### src/rtl/sirq_pkg.sv
package sirq_pkg;

  typedef enum logic [2:0] {
    ST_IDLE,
    ST_START_DRV,
    ST_START_LOW,
    ST_FRAMES,
    ST_STOP_WAIT,
    ST_STOP_LOW,
    ST_STOP_TA
  } sirq_state_e;

  typedef enum logic [1:0] {
    PH_SAMPLE,
    PH_RECOVER,
    PH_TURN
  } sirq_phase_e;

  // Mode chosen by a Stop pulse of the given low width; other widths keep the old mode.
  function automatic logic next_quiet(input int unsigned width, input logic cur_quiet);
    if (width == 2)      return 1'b1;
    else if (width == 3) return 1'b0;
    else                 return cur_quiet;
  endfunction

  // Frame index owned by local input i.
  function automatic int unsigned slot_of(input int unsigned base, input int unsigned i);
    return base + i;
  endfunction

endpackage

### src/rtl/sirq_cycle_fsm.sv
module sirq_cycle_fsm
  import sirq_pkg::*;
#(
  parameter int NUM_FRAMES = 6,
  parameter int FW         = 3,
  parameter int SW         = 4
) (
  input  logic          clk,
  input  logic          rst_n,
  input  logic          bus_in,
  input  logic          want_start,
  output sirq_state_e   st,
  output sirq_phase_e   phase,
  output logic [FW-1:0] frame_idx,
  output logic          enter_frame,
  output logic [FW-1:0] enter_idx,
  output logic          stop_end,
  output logic          quiet
);

  localparam logic [FW-1:0] LAST_FRAME = FW'(NUM_FRAMES - 1);
  localparam logic [SW-1:0] CNT_MAX    = '1;

  sirq_state_e   st_n;
  sirq_phase_e   ph_n;
  logic [FW-1:0] fr_n;
  logic [SW-1:0] stop_cnt;

  always_comb begin
    st_n        = st;
    ph_n        = phase;
    fr_n        = frame_idx;
    enter_frame = 1'b0;
    enter_idx   = '0;
    stop_end    = 1'b0;
    case (st)
      ST_IDLE: begin
        if (!bus_in)                 st_n = ST_START_LOW;
        else if (quiet && want_start) st_n = ST_START_DRV;
      end
      ST_START_DRV: st_n = ST_START_LOW;
      ST_START_LOW: begin
        if (bus_in) begin
          st_n        = ST_FRAMES;
          fr_n        = '0;
          ph_n        = PH_SAMPLE;
          enter_frame = 1'b1;
          enter_idx   = '0;
        end
      end
      ST_FRAMES: begin
        case (phase)
          PH_SAMPLE:  ph_n = PH_RECOVER;
          PH_RECOVER: ph_n = PH_TURN;
          default: begin
            if (frame_idx == LAST_FRAME) begin
              st_n = ST_STOP_WAIT;
            end else begin
              fr_n        = frame_idx + 1'b1;
              ph_n        = PH_SAMPLE;
              enter_frame = 1'b1;
              enter_idx   = frame_idx + 1'b1;
            end
          end
        endcase
      end
      ST_STOP_WAIT: if (!bus_in) st_n = ST_STOP_LOW;
      ST_STOP_LOW: begin
        if (bus_in) begin
          st_n     = ST_STOP_TA;
          stop_end = 1'b1;
        end
      end
      ST_STOP_TA: st_n = ST_IDLE;
      default:    st_n = ST_IDLE;
    endcase
  end

  always_ff @(posedge clk or negedge rst_n) begin
    if (!rst_n) begin
      st        <= ST_IDLE;
      phase     <= PH_SAMPLE;
      frame_idx <= '0;
    end else begin
      st        <= st_n;
      phase     <= ph_n;
      frame_idx <= fr_n;
    end
  end

  // Stop pulse low-width counter (saturating)
  always_ff @(posedge clk or negedge rst_n) begin
    if (!rst_n) begin
      stop_cnt <= '0;
    end else if (st == ST_STOP_WAIT && !bus_in) begin
      stop_cnt <= SW'(1);
    end else if (st == ST_STOP_LOW && !bus_in && stop_cnt != CNT_MAX) begin
      stop_cnt <= stop_cnt + 1'b1;
    end
  end

  always_ff @(posedge clk or negedge rst_n) begin
    if (!rst_n)        quiet <= 1'b0;
    else if (stop_end) quiet <= next_quiet(32'(stop_cnt), quiet);
  end

endmodule

### src/rtl/sirq_slot_drive.sv
module sirq_slot_drive
  import sirq_pkg::*;
#(
  parameter int NUM_IRQ   = 3,
  parameter int BASE_SLOT = 1,
  parameter int FW        = 3
) (
  input  logic               clk,
  input  logic               rst_n,
  input  logic [NUM_IRQ-1:0] irq_in,
  input  logic               enter_frame,
  input  logic [FW-1:0]      enter_idx,
  output logic               cur_assert,
  output logic               change_pend
);

  logic [NUM_IRQ-1:0] sent;
  logic [NUM_IRQ-1:0] hit;

  for (genvar g = 0; g < NUM_IRQ; g++) begin : g_hit
    assign hit[g] = enter_frame &&
                    (32'(enter_idx) == slot_of(BASE_SLOT, g));
  end

  always_ff @(posedge clk or negedge rst_n) begin
    if (!rst_n) begin
      sent       <= '0;
      cur_assert <= 1'b0;
    end else if (enter_frame) begin
      cur_assert <= |(hit & irq_in);
      for (int i = 0; i < NUM_IRQ; i++) begin
        if (hit[i]) sent[i] <= irq_in[i];
      end
    end
  end

  assign change_pend = |(irq_in ^ sent);

endmodule

### src/rtl/sirq_agent.sv
module sirq_agent
  import sirq_pkg::*;
#(
  parameter int NUM_IRQ    = 3,
  parameter int BASE_SLOT  = 1,
  parameter int NUM_FRAMES = 6
) (
  input  logic               clk,
  input  logic               rst_n,
  input  logic [NUM_IRQ-1:0] irq_in,
  input  logic               bus_in,
  output logic               drv_en,
  output logic               drv_val
);

  localparam int FW = (NUM_FRAMES > 1) ? $clog2(NUM_FRAMES) : 1;
  localparam int SW = 4;

  sirq_state_e   st;
  sirq_phase_e   phase;
  logic [FW-1:0] frame_idx;
  logic          enter_frame;
  logic [FW-1:0] enter_idx;
  logic          stop_end;
  logic          quiet;
  logic          cur_assert;
  logic          change_pend;

  // Named events for the checker
  logic start_drv;
  logic in_idle;
  logic in_frames;

  assign start_drv = (st == ST_START_DRV);
  assign in_idle   = (st == ST_IDLE);
  assign in_frames = (st == ST_FRAMES);

  sirq_cycle_fsm #(
    .NUM_FRAMES(NUM_FRAMES),
    .FW        (FW),
    .SW        (SW)
  ) u_fsm (
    .clk        (clk),
    .rst_n      (rst_n),
    .bus_in     (bus_in),
    .want_start (change_pend),
    .st         (st),
    .phase      (phase),
    .frame_idx  (frame_idx),
    .enter_frame(enter_frame),
    .enter_idx  (enter_idx),
    .stop_end   (stop_end),
    .quiet      (quiet)
  );

  sirq_slot_drive #(
    .NUM_IRQ  (NUM_IRQ),
    .BASE_SLOT(BASE_SLOT),
    .FW       (FW)
  ) u_slots (
    .clk        (clk),
    .rst_n      (rst_n),
    .irq_in     (irq_in),
    .enter_frame(enter_frame),
    .enter_idx  (enter_idx),
    .cur_assert (cur_assert),
    .change_pend(change_pend)
  );

  assign drv_en  = start_drv | (in_frames && phase != PH_TURN && cur_assert);
  assign drv_val = in_frames && phase == PH_RECOVER;

endmodule

### config.mk
export PLATFORM = sky130hd
export DESIGN_NAME = sirq_agent
export DESIGN_NICKNAME = d
export VERILOG_FILES = /design/src/rtl/sirq_pkg.sv /design/src/rtl/sirq_cycle_fsm.sv /design/src/rtl/sirq_slot_drive.sv /design/src/rtl/sirq_agent.sv
export SDC_FILE = /design/constraint.sdc
export NUM_CORES = 1
export LEC_CHECK = 0
export CORE_MARGIN = 4
export CORE_UTILIZATION = 51
export DETAILED_ROUTE_END_ITERATION = 10
export PLACE_DENSITY = 0.7
export SLEW_MARGIN = 20
export SYNTH_ARGS = -nofsm -noshare
export SYNTH_HDL_FRONTEND = slang
export SYNTH_SLANG_ARGS = --single-unit
export TNS_END_PERCENT = 10
### constraint.sdc
create_clock -name clk -period 1.75 [get_ports clk]
set_clock_uncertainty 0.1 [all_clocks]
set_input_delay 0.175 -clock clk [delete_from_list [all_inputs] [get_ports clk]]
set_output_delay 0.175 -clock clk [all_outputs]
set_load 0.01 [all_outputs]
# Word-level counts from Yosys, hierarchy flattened

Cells that the tools add are included.

Equal/unequal tests: 22
$add $sub $neg: 2
Reduce and logical (&&, ||, !) cells: 26
Bitwise gates (word level): 3
Muxes and demuxes: 28

Operators with widths:

| cell                | count |
|---|---|
| $mux 3              | 13 |
| $pmux 3 s6          | 1 |
| $eq 3x2->1 const B  | 4 |
| $ne 2x2->1 const B  | 6 |
| $logic_and 1x1->1   | 10 |
| $eq 3x3->1 const B  | 3 |
| $eq 4x2->1 const B  | 2 |
| $mux 4              | 2 |
| $ne 4x4->1 const B  | 2 |
| $pmux 2 s2          | 2 |
| $reduce_and 2->1    | 4 |
| $eq 3x1->1 const B  | 2 |
| $mux 1              | 6 |
| $pmux 3 s2          | 1 |
| $reduce_and 6->1    | 1 |
| $reduce_bool 2->1   | 3 |
| $reduce_or 3->1     | 2 |
| $add 4x1->4 const B | 1 |
| $mux 2              | 2 |
| $reduce_and 4->1    | 1 |
| $add 3x1->3 const B | 1 |
| $and 3x3->3         | 1 |
| $logic_not 3->1     | 1 |
| $ne 3x2->1 const B  | 1 |
| 9 further kinds     | 9 |

Output and inout port bits: 2
Input port bits: 6
Word-level logic and storage cells: 90
Register bits: 17

# Longest topological paths before layout

Gate-level depths: netlist of run 1.

Depth in word-level cells: 8
Gate-level depth with buffers: 6
Gate-level depth less buffers: 5

# Cells and area by module

From an unflattened synthesis of run 1, not the netlist that was laid out.

Cell total of the unflattened synthesis: 104
Area, all modules: 1,042.2 µm²

By module, submodules not included:

| module          | seq. area each (µm²) | cells each | area each (µm²) | times used |
|---|---|---|---|---|
| sirq_cycle_fsm  | 325.3                | 78         | 757.0           | 1 |
| sirq_slot_drive | 100.1                | 20         | 251.5           | 1 |
| sirq_agent      | 0.0                  | 6          | 33.8            | 1 |

# Worst setup path before layout of run 1

No wires, ideal clock.

Path kind: reg2reg
Start: reg u_fsm.frame_idx[0]
End: reg u_slots.sent[0]
Clock period less this slack: 1.833 ns
Setup time: 0.128 ns
Stages on the path, launching flop included: 6
Required time: 1.522 ns
Setup slack: -0.083 ns
Arrival: 1.605 ns
Path buffers: 1
Path through: dfrtp_1 > ha_1 > a21bo_1 > buf_6 > nor4_1 > mux2_1

Cells in the longest elaborated chain, start to end: 7
Elaborated cells on any way between the ends: 11
Those cells by class: add/sub (1); eq/ne (2); mux (6); reduce/logical (2)

Ends and longest elaborated chain:

| what                                      | line                                       | source |
|---|---|---|
| from (decl)                               | sirq_cycle_fsm.sv:14                       | `output logic [FW-1:0] frame_idx,` |
| from (signal assigned)                    | sirq_cycle_fsm.sv:87                       | `frame_idx <= fr_n;` |
| $add 3x1->3 or $eq 3x3->1 (tied branches) | sirq_cycle_fsm.sv:62, sirq_cycle_fsm.sv:56 |  |
| $mux 3                                    | sirq_cycle_fsm.sv:56                       | `if (frame_idx == LAST_FRAME) begin` |
| $mux 3                                    | sirq_cycle_fsm.sv:52                       | `case (phase)` |
| $mux 3                                    | -                                          |  |
| $eq 3x1->1                                | sirq_slot_drive.sv:22                      | `(32'(enter_idx) == slot_of(BASE_SLOT, g));` |
| $logic_and 1x1->1                         | sirq_slot_drive.sv:21                      | `assign hit[g] = enter_frame &&` |
| $reduce_and 2->1 (no line) (*)            | -                                          |  |
| to (signal, indexed assignment)           | sirq_slot_drive.sv:32                      | `if (hit[i]) sent[i] <= irq_in[i];` |
| to (decl)                                 | sirq_slot_drive.sv:17                      | `logic [NUM_IRQ-1:0] sent;` |

Mark *: on every way between the ends. The rest lies on a longest branch, timed or not.
A chain may end at the register's enable or synchronous reset.

# Final worst setup path of run 1

Same ends and word-level chain as after synthesis.

==> metrics.txt, run 1 <==
# TYPE chip_impl_metric gauge
chip_impl_metric{name="max_clock_freq",unit="MHz"} 574
chip_impl_metric{name="finish.instance_area",unit="µm²"} 1360
chip_impl_metric{name="num_vias",unit=""} 917
chip_impl_info{name="worst_hold_path_type",value="input pin to asynchronous set/reset pin"} 1
chip_impl_metric{name="final.period_utilization",unit=""} 0.995
chip_impl_metric{name="final_cells",unit=""} 156
chip_impl_info{name="outcome",value="complete, no violations"} 1
chip_impl_metric{name="final_hold_viol_count",unit=""} 0
chip_impl_metric{name="worst_setup_hold_path_clk_slew",unit="ps"} 110
chip_impl_metric{name="numCtsBuffers",unit=""} 3
chip_impl_metric{name="core",unit="µm²"} 1980
chip_impl_metric{name="fillCellCount",unit=""} 147
chip_impl_metric{name="gp_congestion",unit=""} 0.823
chip_impl_metric{name="power-per-cell-area",unit="nW/µm²"} 1400
chip_impl_metric{name="wire_length_of_the_first_global_routing_pass",unit="µm"} 4060
chip_impl_metric{name="finalSetupViolCount",unit=""} 0
chip_impl_metric{name="mapped_cells",unit=""} 110
chip_impl_info{name="path_class",value="flop to flop"} 1
chip_impl_metric{name="final_sum_of_negative_setup_slack",unit="ps"} 0
chip_impl_metric{name="worstSkewPairLatency",unit="ps"} 290
chip_impl_metric{name="drt-pass1-iter-count",unit=""} 4
chip_impl_metric{name="ir_drop",unit="mV"} 0.835
chip_impl_metric{name="wl_per_cell",unit="µm"} 14.8
chip_impl_metric{name="synth.ff_latch_count",unit=""} 17
chip_impl_metric{name="post_synth.cell_area_avg",unit="µm²"} 9.77
chip_impl_info{name="worstReg2RegStart",value="u_fsm.frame_idx[0]"} 1
chip_impl_metric{name="antenna_cells",unit=""} 0
chip_impl_metric{name="critical_path_required",unit="ps"} 1840
chip_impl_metric{name="regToRegSetupSlack",unit="ps"} 9
chip_impl_metric{name="dp.final_hpwl",unit="µm"} 1770
chip_impl_info{name="rr_endpoint",value="u_slots.sent[0]"} 1
chip_impl_metric{name="cell_count_of_the_worst_reg_to_reg_path",unit=""} 4
chip_impl_metric{name="finalNetCount",unit=""} 140
chip_impl_metric{name="routed_wl",unit="µm"} 2310
chip_impl_metric{name="place.port_buffers",unit=""} 7
chip_impl_metric{name="cellInternalPower",unit="mW"} 1.13
chip_impl_metric{name="leakage",unit="nW"} 0.615
chip_impl_metric{name="chipWidth",unit="µm"} 53.9
chip_impl_info{name="tritoncts_clock_tree",value="done"} 1
chip_impl_metric{name="ys_async_sr_fraction",unit=""} 1.00
chip_impl_metric{name="synthDistinctLibCells",unit=""} 42
chip_impl_metric{name="critical_path_peak_fanout",unit=""} 4
chip_impl_metric{name="htree_levels",unit=""} 1
chip_impl_metric{name="viasPerCell",unit=""} 5.88
chip_impl_metric{name="drcViolationCount",unit=""} 0
chip_impl_metric{name="cap_viol_max_count",unit=""} 0
chip_impl_metric{name="cts.hold.buffers_added",unit=""} 0
chip_impl_metric{name="net-switching-power",unit="mW"} 0.769
chip_impl_metric{name="core.rowCount",unit=""} 16
chip_impl_metric{name="comb_power_share",unit=""} 0.556
chip_impl_metric{name="grt_antenna_before_repair",unit=""} 0
chip_impl_info{name="post-synth-top-area-cell",value="dfrtp_1"} 1
chip_impl_metric{name="dieHeight",unit="µm"} 53.9
chip_impl_metric{name="total_grt_usage",unit=""} 0.194
chip_impl_metric{name="number_of_enable_flip_flop_cells_after_synthesis",unit=""} 0
chip_impl_metric{name="total_power",unit="mW"} 1.90
chip_impl_metric{name="slew_headroom",unit=""} 0.715
chip_impl_metric{name="cts-root-to-sink-buffers",unit=""} 2
chip_impl_metric{name="timing_worst_slew_pin_value",unit="ps"} 427
chip_impl_metric{name="net_switching_fraction_of_the_power",unit=""} 0.404
chip_impl_info{name="root_buffer_selected_by_cts",value="clkbuf_4"} 1
chip_impl_metric{name="detailedRoute.firstIterationViolations",unit=""} 31
chip_impl_metric{name="final_layout_size_suffix_gt1_frac",unit=""} 0.256
chip_impl_info{name="synth_ff_type",value="dfrtp_1"} 1
chip_impl_metric{name="dpl_cell_area",unit="µm²"} 1270
chip_impl_metric{name="final.min_clock_period",unit="ps"} 1740
chip_impl_metric{name="initial_cell_density_of_the_core",unit=""} 0.542
chip_impl_metric{name="synth_fp_nets",unit=""} 120
chip_impl_metric{name="number_of_global_route_vias_before_repair",unit=""} 884
chip_impl_metric{name="largest_net_degree_at_the_start_of_global_routing",unit=""} 14
chip_impl_metric{name="route.antenna.remaining_nets",unit=""} 0
chip_impl_info{name="critical_path_sink_type",value="flop"} 1
chip_impl_metric{name="floorplan.die_area",unit="µm²"} 2910
chip_impl_metric{name="synth_area",unit="µm²"} 1070
chip_impl_info{name="unrepaired_setup_endpoints_after_global_routing",value="yes"} 1
chip_impl_metric{name="area_growth",unit="%"} 26.5
chip_impl_info{name="start_kind",value="flop"} 1
chip_impl_metric{name="cts_num_sinks",unit=""} 17
chip_impl_metric{name="yosysWarnings",unit=""} 0
chip_impl_metric{name="final_slew_viol_count",unit=""} 0
chip_impl_metric{name="dp.cells",unit=""} 152
chip_impl_metric{name="grt_remaining_overflow",unit=""} 0
chip_impl_metric{name="share_seq_of_total_power",unit=""} 0.330
chip_impl_metric{name="worst_hold_slack",unit="ps"} 54.5
chip_impl_metric{name="post-synth-top-area-fraction",unit=""} 0.396
chip_impl_metric{name="arrival",unit="ps"} 1830
chip_impl_info{name="synth.area.top_cells",value="dfrtp_1 40%, ha_1 4.7%, xor2_1 3.3%"} 1
chip_impl_metric{name="power_frac_clock",unit=""} 0.113
chip_impl_metric{name="design.portCount",unit=""} 8
chip_impl_metric{name="seq_total_area_yosys",unit=""} 0.396
-- state kept, by name (all words and copies together) (netlist names) --
register / cells
u_fsm.frame_idx: 3
u_fsm.st: 3
u_slots.sent: 3
u_slots.cur_assert: 1
u_fsm.quiet: 1
u_fsm.stop_cnt: 4
u_fsm.phase: 2
-- worst max path at each step --
stage                             startpoint         endpoint  cells after the start
after global placement           u_fsm.st[1]          drv_val                      3
final                     u_fsm.frame_idx[0]  u_slots.sent[0]                      4
after global routing      u_fsm.frame_idx[0]  u_slots.sent[0]                      4
after detailed placement         u_fsm.st[1]          drv_val                      3
after CTS                 u_fsm.frame_idx[1]  u_slots.sent[0]                      5
after floorplan           u_fsm.frame_idx[0]  u_slots.sent[2]                      5
-- cell usage after synthesis (all sizes together), types with 2 or more instances --
| master | count |
|---|---|
| and3 | 5 |
| nand2b | 4 |
| xor2 | 4 |
| nand2 | 3 |
| ha | 4 |
| a22o | 2 |
| a221o | 2 |
| buf | 4 |
| nor4 | 5 |
| o22ai | 2 |
| nor3 | 3 |
| o21ai | 5 |
| inv | 7 |
| clkbuf | 2 |
| a21oi | 5 |
| nor4b | 3 |
| a211o | 2 |
| and2 | 2 |
| dfrtp | 17 |
| nor2 | 5 |
| mux2 | 3 |
| nand3 | 2 |
| o31ai | 2 |
| a31oi | 2 |
-- metrics by stage --
stage | util | setup slack, ps
CTS | 0.658 | 7.06
global route | 0.686 | -54.8
finish | 0.686 | 8.85
global placement | 0.641 | 23.6
floorplan | - | 12.3
detailed placement | 0.641 | -23.9
-- worst max-delay path: stages (launching register included) --
cell     delay (ps)
dfrtp_2         450
ha_1            250
xor2_2          240
nor4_4          280
mux2_4          320
-- logic make-up after synthesis --
group,Yosys count,synth area share
and+or+nand+nor,37,0.212
AOI/OAI and AO/OA,31,0.211
DFF,17,0.396
buffers and inverters,13,0.0617
xor gates and xnor gates,4,0.0326
muxes,4,0.0407
adders and majority gates,4,0.0466
-- what timing repair did --
item | 4_1_cts | 5_1_grt
pin swaps | 2 | 3
setup endpoints to repair | 4 | 5
resized for setup | 5 | 11
setup buffers | 0 | 0
-- power groups by stage --
stage / registers [mW] / clock network, mW / logic (mW)
4_1_cts: 0.619 / 0.221 / 0.906
3_5_place_dp: 0.622 / 0 / 0.909
3_3_place_gp: 0.617 / 0 / 0.896
2_1_floorplan: 0.581 / 0 / 0.675
6_report: 0.628 / 0.216 / 1.06
5_1_grt: 0.649 / 0.241 / 1.17
-- layout by cell type, fill, tap and decap left out, types with 2 or more instances in the layout --
cell	instances
buf_4	14
dfrtp_1	14
inv_1	6
and3_1	5
a21oi_1	5
nor2_1	5
clkdlybuf4s50_1	5
o21ai_1	3
nand2b_1	3
nand2_1	3
nor3_1	3
xor2_1	3
ha_1	3
clkbuf_4	3
dfrtp_2	3
nor4_1	2
a211o_1	2
nand3_1	2
o22ai_1	2
o21ai_0	2
a221o_1	2
and2_1	2
nor4b_1	2
o31ai_1	2
a22o_1	2
a31oi_1	2
nor4_4	2
mux2_4	2
-- layer usage --
metal / wire [µm] / vias to the layer above / GRT usage / part of all wire
li1: - / 456 / - / -
met1: 1160 / 445 / 0.289 / 0.50
met2: 1040 / 12 / 0.292 / 0.45
met3: 70 / 4 / 0.0277 / 0.030
met4: 37 / 0 / 0.0511 / 0.016
met5: 0 / - / 0 / 0
-- layout make-up --
type	instances	area, µm²	share of cell area
Multi-Input combinational cell	80	669	0.492
Clock buffer	3	22.5	0.0166
Sequential cell	17	429	0.316
Timing Repair Buffer	21	174	0.128
Clock inverter	1	5.00	0.00368
Inverter	7	26.3	0.0193
Tap cell	27	33.8	0.0248
Note: power is estimated with default switching activity, not from simulation.
==> run 2, diff against run 1 <==
Settings changed: ABC_CLOCK_PERIOD_IN_PS set to 1750, CORE_MARGIN 4 to unset.
==> run 2 against run 1 <==
Sequential power is 2% lower. Combinational power is 9.9% lower. Cell count is 1.3% lower. Critical path type unchanged. Highest routed layer unchanged.
==> metrics.txt, run 2 (synthesized netlist as in run 1, its figures left out) <==
# TYPE chip_impl_metric gauge
chip_impl_metric{name="viasPerCell",unit=""} 5.84
chip_impl_metric{name="timing_worst_slew_pin_value",unit="ps"} 443
chip_impl_metric{name="critical_path_peak_fanout",unit=""} 4
chip_impl_metric{name="arrival",unit="ps"} 1780
chip_impl_metric{name="power-per-cell-area",unit="nW/µm²"} 1360
chip_impl_metric{name="cts_num_sinks",unit=""} 17
chip_impl_metric{name="place.port_buffers",unit=""} 7
chip_impl_metric{name="final_sum_of_negative_setup_slack",unit="ps"} 0
chip_impl_metric{name="leakage",unit="nW"} 0.592
chip_impl_metric{name="numCtsBuffers",unit=""} 3
chip_impl_metric{name="cts.hold.buffers_added",unit=""} 0
chip_impl_metric{name="detailedRoute.firstIterationViolations",unit=""} 27
chip_impl_info{name="worstReg2RegStart",value="u_fsm.frame_idx[0]"} 1
chip_impl_metric{name="gp_congestion",unit=""} 0.778
chip_impl_metric{name="final_hold_viol_count",unit=""} 0
chip_impl_metric{name="design.portCount",unit=""} 8
chip_impl_metric{name="total_grt_usage",unit=""} 0.230
chip_impl_metric{name="chipWidth",unit="µm"} 47.9
chip_impl_metric{name="routed_wl",unit="µm"} 2280
chip_impl_metric{name="net_switching_fraction_of_the_power",unit=""} 0.395
chip_impl_info{name="layout_commonest_cell",value="dfrtp_1"} 1
chip_impl_info{name="timing.critical_path.slowest_stage_cell",value="dfrtp_2"} 1
chip_impl_metric{name="cellInternalPower",unit="mW"} 1.08
chip_impl_metric{name="htree_levels",unit=""} 1
chip_impl_metric{name="fillCellCount",unit=""} 175
chip_impl_metric{name="worstSkewPairLatency",unit="ps"} 290
chip_impl_info{name="tritoncts_clock_tree",value="done"} 1
chip_impl_metric{name="wire_length_of_the_first_global_routing_pass",unit="µm"} 3440
chip_impl_metric{name="wl_per_cell",unit="µm"} 14.8
chip_impl_metric{name="critical_path_required",unit="ps"} 1820
chip_impl_metric{name="cts-root-to-sink-buffers",unit=""} 2
chip_impl_metric{name="total_power",unit="mW"} 1.78
chip_impl_metric{name="final_layout_size_suffix_gt1_frac",unit=""} 0.220
chip_impl_metric{name="num_vias",unit=""} 899
chip_impl_metric{name="slew_headroom",unit=""} 0.703
chip_impl_metric{name="final_slew_viol_count",unit=""} 0
chip_impl_info{name="cp-startpoint",value="u_fsm.frame_idx[0]"} 1
chip_impl_metric{name="core.rowCount",unit=""} 16
chip_impl_metric{name="comb_power_share",unit=""} 0.537
chip_impl_info{name="root_buffer_selected_by_cts",value="clkbuf_4"} 1
chip_impl_metric{name="net-switching-power",unit="mW"} 0.702
chip_impl_metric{name="area_growth",unit="%"} 22.0
chip_impl_metric{name="drt-pass1-iter-count",unit=""} 5
chip_impl_metric{name="dp.cells",unit=""} 150
chip_impl_metric{name="multi_input_area",unit="µm²"} 638
chip_impl_metric{name="worst_setup_hold_path_clk_slew",unit="ps"} 100
chip_impl_metric{name="finalSetupViolCount",unit=""} 0
chip_impl_metric{name="finalNetCount",unit=""} 138
chip_impl_metric{name="final.period_utilization",unit=""} 0.973
chip_impl_info{name="mostFrequentLayoutCells",value="15 x dfrtp_1, 12 x buf_4, 6 x inv_1"} 1
chip_impl_info{name="cp_cell_sequence",value="ha_2 -> xor2_2 -> nor4_2 -> mux2_1"} 1
chip_impl_metric{name="ir_drop",unit="mV"} 1.01
chip_impl_metric{name="core",unit="µm²"} 1960
chip_impl_metric{name="share_seq_of_total_power",unit=""} 0.345
chip_impl_metric{name="power_frac_clock",unit=""} 0.118
chip_impl_metric{name="final_cells",unit=""} 154
chip_impl_metric{name="floorplan.die_area",unit="µm²"} 2290
chip_impl_metric{name="largest_register_ff_count",unit=""} 4
chip_impl_metric{name="worst_hold_slack",unit="ps"} 102
chip_impl_metric{name="antenna_cells",unit=""} 0
chip_impl_info{name="start_kind",value="flop"} 1
chip_impl_metric{name="grt_antenna_before_repair",unit=""} 0
chip_impl_metric{name="flip_flop_and_latch_area",unit="µm²"} 428
chip_impl_info{name="outcome",value="complete, no violations"} 1
chip_impl_metric{name="initial_cell_density_of_the_core",unit=""} 0.548
chip_impl_metric{name="largest_net_degree_at_the_start_of_global_routing",unit=""} 18
chip_impl_metric{name="max_clock_freq",unit="MHz"} 588
chip_impl_info{name="unrepaired_setup_endpoints_after_global_routing",value="yes"} 1
chip_impl_info{name="largest-register",value="u_fsm.stop_cnt"} 1
chip_impl_info{name="worst_hold_path_type",value="input pin to asynchronous set/reset pin"} 1
chip_impl_metric{name="worst_path_largest_cell_delay",unit="ps"} 450
chip_impl_metric{name="route.antenna.remaining_nets",unit=""} 0
chip_impl_info{name="critical_path_sink_type",value="flop"} 1
chip_impl_metric{name="dp.final_hpwl",unit="µm"} 1670
chip_impl_metric{name="drcViolationCount",unit=""} 0
chip_impl_metric{name="grt_remaining_overflow",unit=""} 0
chip_impl_info{name="path_class",value="flop to flop"} 1
chip_impl_metric{name="dieHeight",unit="µm"} 47.9
chip_impl_metric{name="cap_viol_max_count",unit=""} 0
chip_impl_metric{name="number_of_global_route_vias_before_repair",unit=""} 760
chip_impl_metric{name="final.min_clock_period",unit="ps"} 1700
run 2: cell count changes in the layout (fill, tap and decap cells not counted), sizes merged:
cell | previous run | this run
buf | 14 | 12
clkbuf | 3 | 4
clkinv | 1 | 0
dlygate4sd1 | 0 | 1
dlygate4sd2 | 1 | 0
run 2: per-stage QoR:
step | utilization | worst slack [ps] | instance area (µm²)
2_1_floorplan | - | 12.3 | 1100
3_3_place_gp | 0.640 | 58.6 | 1250
3_5_place_dp | 0.640 | 28.2 | 1250
4_1_cts | 0.652 | 14.9 | 1280
5_1_grt | 0.668 | -20.2 | 1310
6_report | 0.668 | 47.9 | 1310
run 2: routing by layer:
| metal | global-route usage | vias up | wire, µm | share of wire |
|---|---|---|---|---|
| met5 | 0 | - | 0 | 0 |
| li1 | - | 454 | - | - |
| met1 | 0.317 | 429 | 1150 | 0.51 |
| met2 | 0.349 | 14 | 1050 | 0.46 |
| met4 | 0.117 | 0 | 23 | 0.010 |
| met3 | 0.0340 | 2 | 48 | 0.021 |
run 2: final cells by class:
type                    instances  share of cell area
multi-input cells              80               0.487
flip-flops and latches         17               0.326
repair buffers                 19               0.121
well taps                      27              0.0258
clock buffers                   4              0.0200
inverters                       7              0.0200
run 2: what timing repair did:
item / in CTS / in global routing
setup endpoints to repair: 2 / 5
setup buffers: 0 / 0
resized for setup: 3 / 10
pin swaps: 0 / 4
run 2: power groups by stage:
stage               logic [mW]  registers (mW)  clock network, mW
finish                   0.955           0.614              0.210
global route              1.06           0.629              0.237
CTS                      0.885           0.607              0.224
detailed placement       0.897           0.614                  0
global placement         0.881           0.609                  0
floorplan                0.675           0.581                  0
run 2: worst paths after layout:
path,cells after the start,slack (ps),end
setup / recovery,4,50,u_slots.sent[0]
hold / removal,2,100,u_fsm.st[2]
setup reg to reg,4,50,u_slots.sent[0]
hold reg to reg,1,420,u_fsm.quiet
max in group asynchronous,2,1240,u_fsm.st[1]
min in group clk,1,420,u_fsm.quiet
run 2: critical path: cells and delay by family (launching register included):
kind	cells	cell delay, ps
xor+xnor	1	210
fa+ha+maj	1	220
flops	1	450
mux	1	350
simple gates	1	240
